==> src/rtl/ols_pkg.sv <==
package ols_pkg;
   typedef enum logic {
      MODE_PLAIN    = 1'b0,
      MODE_BALANCED = 1'b1
   } lane_mode_e;

   function automatic logic failsafe_active(input logic mode_bit, input logic open_bit);
      return (lane_mode_e'(mode_bit) == MODE_PLAIN) && open_bit;
   endfunction
endpackage

==> src/rtl/ols_ref_edge.sv <==
module ols_ref_edge #(
   parameter int SYNC_STAGES = 2
) (
   input  logic clk,
   input  logic rst_n,
   input  logic ref_in,
   output logic rise
);
   localparam int DEPTH = SYNC_STAGES + 1;
   logic [DEPTH-1:0] shreg;

   always_ff @(posedge clk or negedge rst_n) begin
      if (!rst_n) shreg <= '0;
      else        shreg <= {shreg[DEPTH-2:0], ref_in};
   end

   assign rise = shreg[DEPTH-2] & ~shreg[DEPTH-1];
endmodule

==> src/rtl/ols_activity_mon.sv <==
module ols_activity_mon #(
   parameter int IDLE_W = 8
) (
   input  logic              clk,
   input  logic              rst_n,
   input  logic              enable,
   input  logic              ref_rise,
   input  logic [IDLE_W-1:0] idle_limit,
   output logic              lost
);
   localparam logic [IDLE_W-1:0] SAT = '1;
   logic [IDLE_W-1:0] idle_cnt;

   always_ff @(posedge clk or negedge rst_n) begin
      if (!rst_n)                  idle_cnt <= '0;
      else if (!enable || ref_rise) idle_cnt <= '0;
      else if (idle_cnt != SAT)     idle_cnt <= idle_cnt + 1'b1;
   end

   assign lost = (idle_cnt >= idle_limit);
endmodule

==> src/rtl/ols_lock_timer.sv <==
module ols_lock_timer #(
   parameter int LOCK_EDGES = 32800,
   parameter int CW         = $clog2(LOCK_EDGES + 1)
) (
   input  logic          clk,
   input  logic          rst_n,
   input  logic          clear,
   input  logic          ref_rise,
   output logic [CW-1:0] count,
   output logic          done
);
   localparam logic [CW-1:0] TARGET = CW'(LOCK_EDGES);

   always_ff @(posedge clk or negedge rst_n) begin
      if (!rst_n)                         count <= '0;
      else if (clear)                     count <= '0;
      else if (ref_rise && count != TARGET) count <= count + 1'b1;
   end

   assign done = (count == TARGET);
endmodule

==> src/rtl/out_lock_seq.sv <==
module out_lock_seq
   import ols_pkg::*;
#(
   parameter int LANES      = 3,
   parameter int LOCK_EDGES = 32800,
   parameter int IDLE_W     = 8,
   parameter int SYNC_STAGES = 2
) (
   input  logic              clk,
   input  logic              rst_n,
   input  logic              pd_n,
   input  logic              ref_in,
   input  logic [IDLE_W-1:0] idle_limit,
   input  logic              balanced,
   input  logic [LANES-1:0]  lane_open,
   input  logic              clk_open,
   output logic              out_en,
   output logic              force_clk,
   output logic [LANES-1:0]  force_lane
);
   localparam int CW = $clog2(LOCK_EDGES + 1);

   if (LANES < 1) begin : g_bad_lanes
      $error("LANES must be at least 1");
   end
   if (LOCK_EDGES < 1) begin : g_bad_lock
      $error("LOCK_EDGES must be at least 1");
   end
   if (IDLE_W < 2) begin : g_bad_idle
      $error("IDLE_W must be at least 2");
   end
   if (SYNC_STAGES < 2) begin : g_bad_sync
      $error("SYNC_STAGES must be at least 2");
   end

   logic          ref_edge;
   logic          clk_lost;
   logic          locked;
   logic [CW-1:0] lock_cnt;
   logic          hold_all;

   ols_ref_edge #(.SYNC_STAGES(SYNC_STAGES)) u_edge (
      .clk    (clk),
      .rst_n  (rst_n),
      .ref_in (ref_in),
      .rise   (ref_edge)
   );

   ols_activity_mon #(.IDLE_W(IDLE_W)) u_act (
      .clk        (clk),
      .rst_n      (rst_n),
      .enable     (pd_n),
      .ref_rise   (ref_edge),
      .idle_limit (idle_limit),
      .lost       (clk_lost)
   );

   ols_lock_timer #(.LOCK_EDGES(LOCK_EDGES), .CW(CW)) u_lock (
      .clk      (clk),
      .rst_n    (rst_n),
      .clear    (!pd_n || clk_lost),
      .ref_rise (ref_edge),
      .count    (lock_cnt),
      .done     (locked)
   );

   assign hold_all = !pd_n || !locked || clk_lost || failsafe_active(balanced, clk_open);

   always_ff @(posedge clk or negedge rst_n) begin
      if (!rst_n) begin
         out_en    <= 1'b0;
         force_clk <= 1'b1;
      end else begin
         out_en    <= pd_n;
         force_clk <= hold_all;
      end
   end

   for (genvar i = 0; i < LANES; i++) begin : g_lane
      always_ff @(posedge clk or negedge rst_n) begin
         if (!rst_n) force_lane[i] <= 1'b1;
         else        force_lane[i] <= hold_all || failsafe_active(balanced, lane_open[i]);
      end
   end
endmodule

==> config.mk <==
export PLATFORM = sky130hd
export DESIGN_NAME = out_lock_seq
export DESIGN_NICKNAME = d
export VERILOG_FILES = /design/src/rtl/ols_pkg.sv /design/src/rtl/ols_ref_edge.sv /design/src/rtl/ols_activity_mon.sv /design/src/rtl/ols_lock_timer.sv /design/src/rtl/out_lock_seq.sv
export SDC_FILE = /design/constraint.sdc
export NUM_CORES = 1
export LEC_CHECK = 0
export BUFFER_PORTS_ARGS = -buffer_cell sky130_fd_sc_hd__buf_2
export CORE_AREA = 2 2 77 79
export DETAILED_ROUTE_END_ITERATION = 6
export DIE_AREA = 0 0 79 81
export GPL_TIMING_DRIVEN = 0
export MAX_ROUTING_LAYER = met4
export PLACE_DENSITY_LB_ADDON = 0.08
export REMOVE_ABC_BUFFERS = 1
export SYNTH_ARGS = -nofsm -noshare
export SYNTH_HDL_FRONTEND = slang
export SYNTH_SLANG_ARGS = --single-unit
==> constraint.sdc <==
create_clock -name clk -period 3.8 [get_ports clk]
set_input_delay 0.19 -clock clk [delete_from_list [all_inputs] [get_ports clk]]
set_output_delay 0.19 -clock clk [all_outputs]
set_load 0.05 [all_outputs]
==> impl_metrics.tcl, run 1 <==
set metrics [dict create \
    muxShareOfSynthArea_pct 1.17 \
    synth_top_area_share_pct 40.8 \
    wl_um 3380 \
    cts_tree "built" \
    power.switching_mw 0.160 \
    cts_resized 0 \
    clkPwrFrac_pct 41.7 \
    internal-power_mw 0.532 \
    grtUsageMet1_pct 14.8 \
    timing.final.ws_setup_ns 1.79 \
    status "finished, final reports clean" \
    port_buffers 21 \
    drt-initial-drc-count 74 \
    dp_hpwl_um 2380 \
    power_frac_seq_pct 50.9 \
    pwr-share-comb_pct 7.4 \
    yosysWarningCount 0 \
    worstPathCellList "inv_1 -> ha_1 -> nand2b_1 -> a21o_1 -> a31oi_1 -> o21ai_2 -> nor2_1" \
    synth_seq_cells 32 \
    crit_family "compound AO/OA/AOI/OAI gates" \
    critPathMaxStageDelay_ns 0.66 \
    pre_cts_ws_ns 1.76 \
    vias_per_cell 4.65 \
    crit_start "u_act.idle_cnt[0]" \
    max_slew_margin_pct 44.7 \
    synth_area_leader_cell "dfrtp_1" \
    end_kind "flop" \
    post-route-period-util_pct 52.9 \
    skew_ns 0.00835 \
    finalSetupViolations 0 \
    synth-edff-count 0 \
    rrSetupSlack_ns 1.79 \
    initial_core_util_pct 30.2 \
    cp_num_buf_inv 1 \
    clockRootBuffer "clkbuf_8" \
    synth_top_family_by_area "simple AND/OR/NAND/NOR gates" \
    cts_buffers 5 \
    area.sequential_sq_um 806 \
    coreArea_sq_um 5680 \
    synth_flop_cell "dfrtp_1" \
    antenna_found_initial 0 \
    num_antenna_cells 0 \
    synthTopCellsByArea "dfrtp_1, xor2_1, ha_1, dfstp_2, nor2_1" \
    grt_max_degree 33 \
    critPathCapture "u_lock.count[5]" \
    cellPowerDensity_nw_per_um2 344 \
    yosysMostFrequentCell "dfrtp_1" \
    drt-wirelength-per-cell_um 12.6 \
    design_area_sq_um 2010 \
    maxCapViolations 0 \
    r2r_end "u_lock.count[5]" \
    multi_input_area_sq_um 857 \
    finalSetupTns_ns 0 \
    crit_required_ns 3.94 \
    p_sw_share_pct 23.1 \
    syn-cell-area_sq_um 1720 \
    cts.sinks 32 \
    cpMaxStageDelayCell "o21ai_2" \
    fin_crit_ns 2.01 \
    worst-setup-path-type "flop to flop" \
    startpoint_type "flop" \
    rsz0062_at_grt "false" \
    synthTopCellsByCount "dfrtp_1, nor2_1, xor2_1" \
    die-area_sq_um 6400 \
    num-fill-cells 589 \
    fin_nets 221 \
    worst_pin_slew_ns 0.830 \
    die_y_um 81 \
    dpl-instance-area_sq_um 1900 \
    cts_max_path_buffers 2 \
    synthXorXnorAreaFrac_pct 9.69 \
    final_hold_viol_count 0 \
    track_usage_pct 12.7 \
    peakVddDrop_v 0.000168 \
    async_flop_share_pct 100 \
    hold_slack_ns 0.0153 \
    synthDistinctLibCells 36 \
    rr_worst_depth 7 \
    synth_simple_gate_area_share_pct 24.5 \
    fmax_mhz 498 \
    synth_cells 166 \
    ios 22 \
    drtPass1Iterations 4 \
    critical_path_depth 7 \
    drc 0 \
    synth_fa_ha_area_share_pct 8.02 \
    top_usage_layer "met2" \
    rows 28 \
    syn-mean-instance-area_sq_um 10.3 \
    clk_pin_slew_ns 0.07 \
    htree_levels 2 \
    slew_violations 0 \
    r2r_start "u_act.idle_cnt[0]" \
    clock_latency_ns 0.28 \
    globalplace.congestion 0.789 \
    use_met3_pct 3.33 \
    final_core_util_pct 35.4 \
    grt_pass1_wl_um 5960 \
    cellLeakagePower_nw 0.971 \
    worst-path-max-fanout 20 \
    num_vias 1252 \
    die_w_um 79 \
    holdCritPathClass "input port to flop" \
    drive_gt1_share_pct 21.1 \
    antenna_left 0 \
    first_global_vias 1280 \
    worstPathArrival_ns 2.14 \
    synth_seq_area_share_pct 46.9 \
    use_met2_pct 20.3 \
    area_delta_synth_final_pct 17.1 \
    synth_compound_area_share_pct 6.56 \
    grt.overflow.total 0 \
]
[layout make-up]
cell class | count | area share [%]
inverters | 10 | 1.87
multi-input cells | 122 | 42.7
well taps | 75 | 4.67
clock buffers | 8 | 4.98
repair buffers | 22 | 5.73
flip-flops and latches | 32 | 40.1
[routing by layer]
metal | routed length, um | vias up
met5 | 0 | -
met4 | 66 | 0
met3 | 119 | 7
met2 | 1620 | 22
met1 | 1580 | 602
li1 | - | 621
[per-stage QoR]
step	std cells	total power, mW
2_1_floorplan	164	0.385
3_3_place_gp	260	0.409
3_5_place_dp	260	0.410
4_1_cts	269	0.706
5_1_grt	269	0.737
6_report	269	0.692
[timing repair]
action,CTS,global route
endpoints found under the setup margin,0,0
buffers inserted,0,0
hold buffers,1,0
hold endpoints to repair,28,0
[sequential cells by signal, summed over array words and instances (netlist names)]
signal          flops
out_en              1
force_clk           1
u_lock.count       16
u_act.idle_cnt      8
u_edge.shreg        3
force_lane          3
[power groups by stage]
stage / sequential, mW / clock (mW) / combinational, mW
2_1_floorplan: 0.359 / 0 / 0.0256
6_report: 0.352 / 0.288 / 0.0511
3_5_place_dp: 0.359 / 0 / 0.0518
3_3_place_gp: 0.359 / 0 / 0.0502
4_1_cts: 0.352 / 0.301 / 0.0530
5_1_grt: 0.353 / 0.323 / 0.0603
[how the worst min path moves through the flow]
stage	from	end	depth (start not counted)
2_1_floorplan	rst_n	out_en	0
3_3_place_gp	rst_n	u_lock.count[2]	1
3_5_place_dp	rst_n	out_en	1
4_1_cts	ref_in	u_edge.shreg[0]	1
5_1_grt	ref_in	u_edge.shreg[0]	1
6_report	ref_in	u_edge.shreg[0]	1
[layout by cell type, fill, tap and decap left out, types with 3 or more instances in the layout]
cell       n
ha_1      11
and4_4     3
nand4_1    7
buf_2     21
nand2b_1   5
and3_1     6
o21ai_1    4
dfrtp_1   28
nand3_1    6
nand2_1    9
dfstp_2    4
or2_1      3
inv_1     10
nor2_1    25
clkbuf_8   7
xor2_1    17
[cell families after synthesis]
logic type / Yosys count
mux: 2
simple gates: 74
fa+ha+maj: 11
flops: 32
xor+xnor: 19
compound gates: 16
buf+inv: 12
Note: power is estimated with default switching activity, not from simulation.
==> inputs of run 2 (changes only) <==
clock period = 2 ns   (was 3.8 ns; I/O delays follow)
==> run 2 against run 1 <==
Effect of this change: combinational power increased by 120%; routed wire length up 7.6%; setup slack got worse by 1.6 ns; die area unchanged; sequential share of layout area shrank 0.96 points; critical path depth is 2 lower; non-clock buffer count is 2 higher; critical endpoint is now force_lane[1]; global-route usage is essentially flat; clock power is 90% higher; clock skew shrank 0.00092 ns.
==> impl_metrics.tcl, run 2 (synthesized netlist as in run 1, its figures left out) <==
set metrics [dict create \
    globalplace.congestion 0.789 \
    wl_um 3640 \
    final_cell_mix "dfrtp_1, nor2_1, buf_2" \
    clockRootBuffer "clkbuf_8" \
    dp_hpwl_um 2380 \
    worst-setup-path-type "flop to flop" \
    drt-wirelength-per-cell_um 13.4 \
    cellPowerDensity_nw_per_um2 644 \
    vias_per_cell 4.71 \
    startpoint_type "flop" \
    cts_max_path_buffers 2 \
    skew_ns 0.00742 \
    worst-path-max-fanout 10 \
    rr_worst_depth 5 \
    die-area_sq_um 6400 \
    grt_max_degree 33 \
    max_slew_margin_pct 50.3 \
    design_area_sq_um 2060 \
    crit_start "u_act.idle_cnt[6]" \
    drtPass1Iterations 4 \
    first_global_vias 1294 \
    r2r_start "u_act.idle_cnt[6]" \
    grt.overflow.total 0 \
    dpl-instance-area_sq_um 1900 \
    antenna_found_initial 0 \
    clk_pin_slew_ns 0.06 \
    finalSetupTns_ns 0 \
    worstPathArrival_ns 2.06 \
    cts_buffers 5 \
    largest_reg_flops 16 \
    die_w_um 79 \
    place_inst 260 \
    rows 28 \
    initial_core_util_pct 30.2 \
    num_vias 1280 \
    area_delta_synth_final_pct 20.1 \
    cts.sinks 32 \
    top_register "u_lock.count" \
    r2r_end "force_lane[1]" \
    pre_cts_ws_ns -0.0357 \
    finalSetupViolations 0 \
    post-route-period-util_pct 92.7 \
    track_usage_pct 12.7 \
    rsz0062_at_grt "false" \
    drive_gt1_share_pct 22.3 \
    critPathCapture "force_lane[1]" \
    top_regs "u_lock.count (16), u_act.idle_cnt (8)" \
    ios 22 \
    slew_violations 0 \
    top_layer_used "met4" \
    final_common_cell "dfrtp_1" \
    routedLengthMet1_um 1750 \
    num_antenna_cells 0 \
    fin_nets 224 \
    worst_pin_slew_ns 0.745 \
    clock_latency_ns 0.28 \
    wl_met2_um 1710 \
    drc 0 \
    peakVddDrop_v 0.000323 \
    end_kind "flop" \
    status "finished, final reports clean" \
    final_hold_viol_count 0 \
    cts_setup_buffers 0 \
    final_cells 272 \
    holdCritPathClass "input port to flop" \
    fin_crit_ns 1.85 \
    rrSetupSlack_ns 0.15 \
    num-fill-cells 587 \
    fmax_mhz 540 \
    antenna_left 0 \
    cts_tree "built" \
    coreArea_sq_um 5680 \
    port_buffers 21 \
    htree_levels 2 \
    grt_pass1_wl_um 5980 \
    die_y_um 81 \
    timing.final.ws_setup_ns 0.147 \
    cellLeakagePower_nw 0.984 \
    crit_required_ns 2.21 \
    maxCapViolations 0 \
    drt-initial-drc-count 60 \
    wl_met3_um 106 \
    hold_slack_ns 0.0962 \
]
==> run 2: cell count changes in the layout (fill, tap and decap cells not counted) <==
cell and change:
a31oi_1 -1, dlygate4sd3_1 +2, o21ai_4 +1, dfrtp_1 -1, dfrtp_2 +1, a31oi_4 +1
==> run 2: stage by stage <==
step | power [mW] | utilization, %
after floorplan | 0.731 | -
after global placement | 0.777 | 33.5
final | 1.33 | 36.3
after detailed placement | 0.780 | 33.5
after global routing | 1.41 | 36.3
after CTS | 1.35 | 35.9
==> run 2: what timing repair did <==
item	CTS	global route
resized for setup	1	3
pin swaps	0	1
hold buffers	3	0
cloned	0	1
endpoints found under the setup margin	20	5
hold endpoints to repair	30	0
==> run 2: report_power, final <==
part           switching, mW  internal [mW]  leakage, nW
combinational         0.0669         0.0449        0.512
sequential            0.0116          0.658        0.420
clock                  0.232          0.314       0.0515
total                  0.310           1.02        0.984
==> run 2: layer usage <==
metal,GRT usage [%],vias up
li1,-,630
met1,14.8,625
met2,20.4,18
met3,3.33,7
met4,6.21,0
met5,-,-
==> run 2: worst min-delay path by stage <==
stage	startpoint	endpoint	slack (ns)	depth (start not counted)
3_5_place_dp	rst_n	out_en	0.21	1
3_3_place_gp	rst_n	u_lock.count[2]	0.20	1
4_1_cts	clk_open	force_clk	0.08	3
2_1_floorplan	rst_n	out_en	-0.20	0
6_report	clk_open	force_clk	0.1	3
5_1_grt	clk_open	force_clk	0.08	3
==> run 2: cell type report <==
cell class                 instances  area [sq um]  share of cell area, %
inverter                          10          37.5                   1.82
tap                               75          93.8                   4.55
timing repair buffer              24           135                   6.55
clock buffer                       8           100                   4.85
multi-input combinational        123           888                   43.1
sequential                        32           807                   39.1
==> run 2: critical path, stage by stage, from the launching register on <==
cell	delay [ns]
dfrtp_1	0.42
ha_1	0.32
a21o_1	0.19
a21oi_1	0.39
o21ai_4	0.20
or2_1	0.27
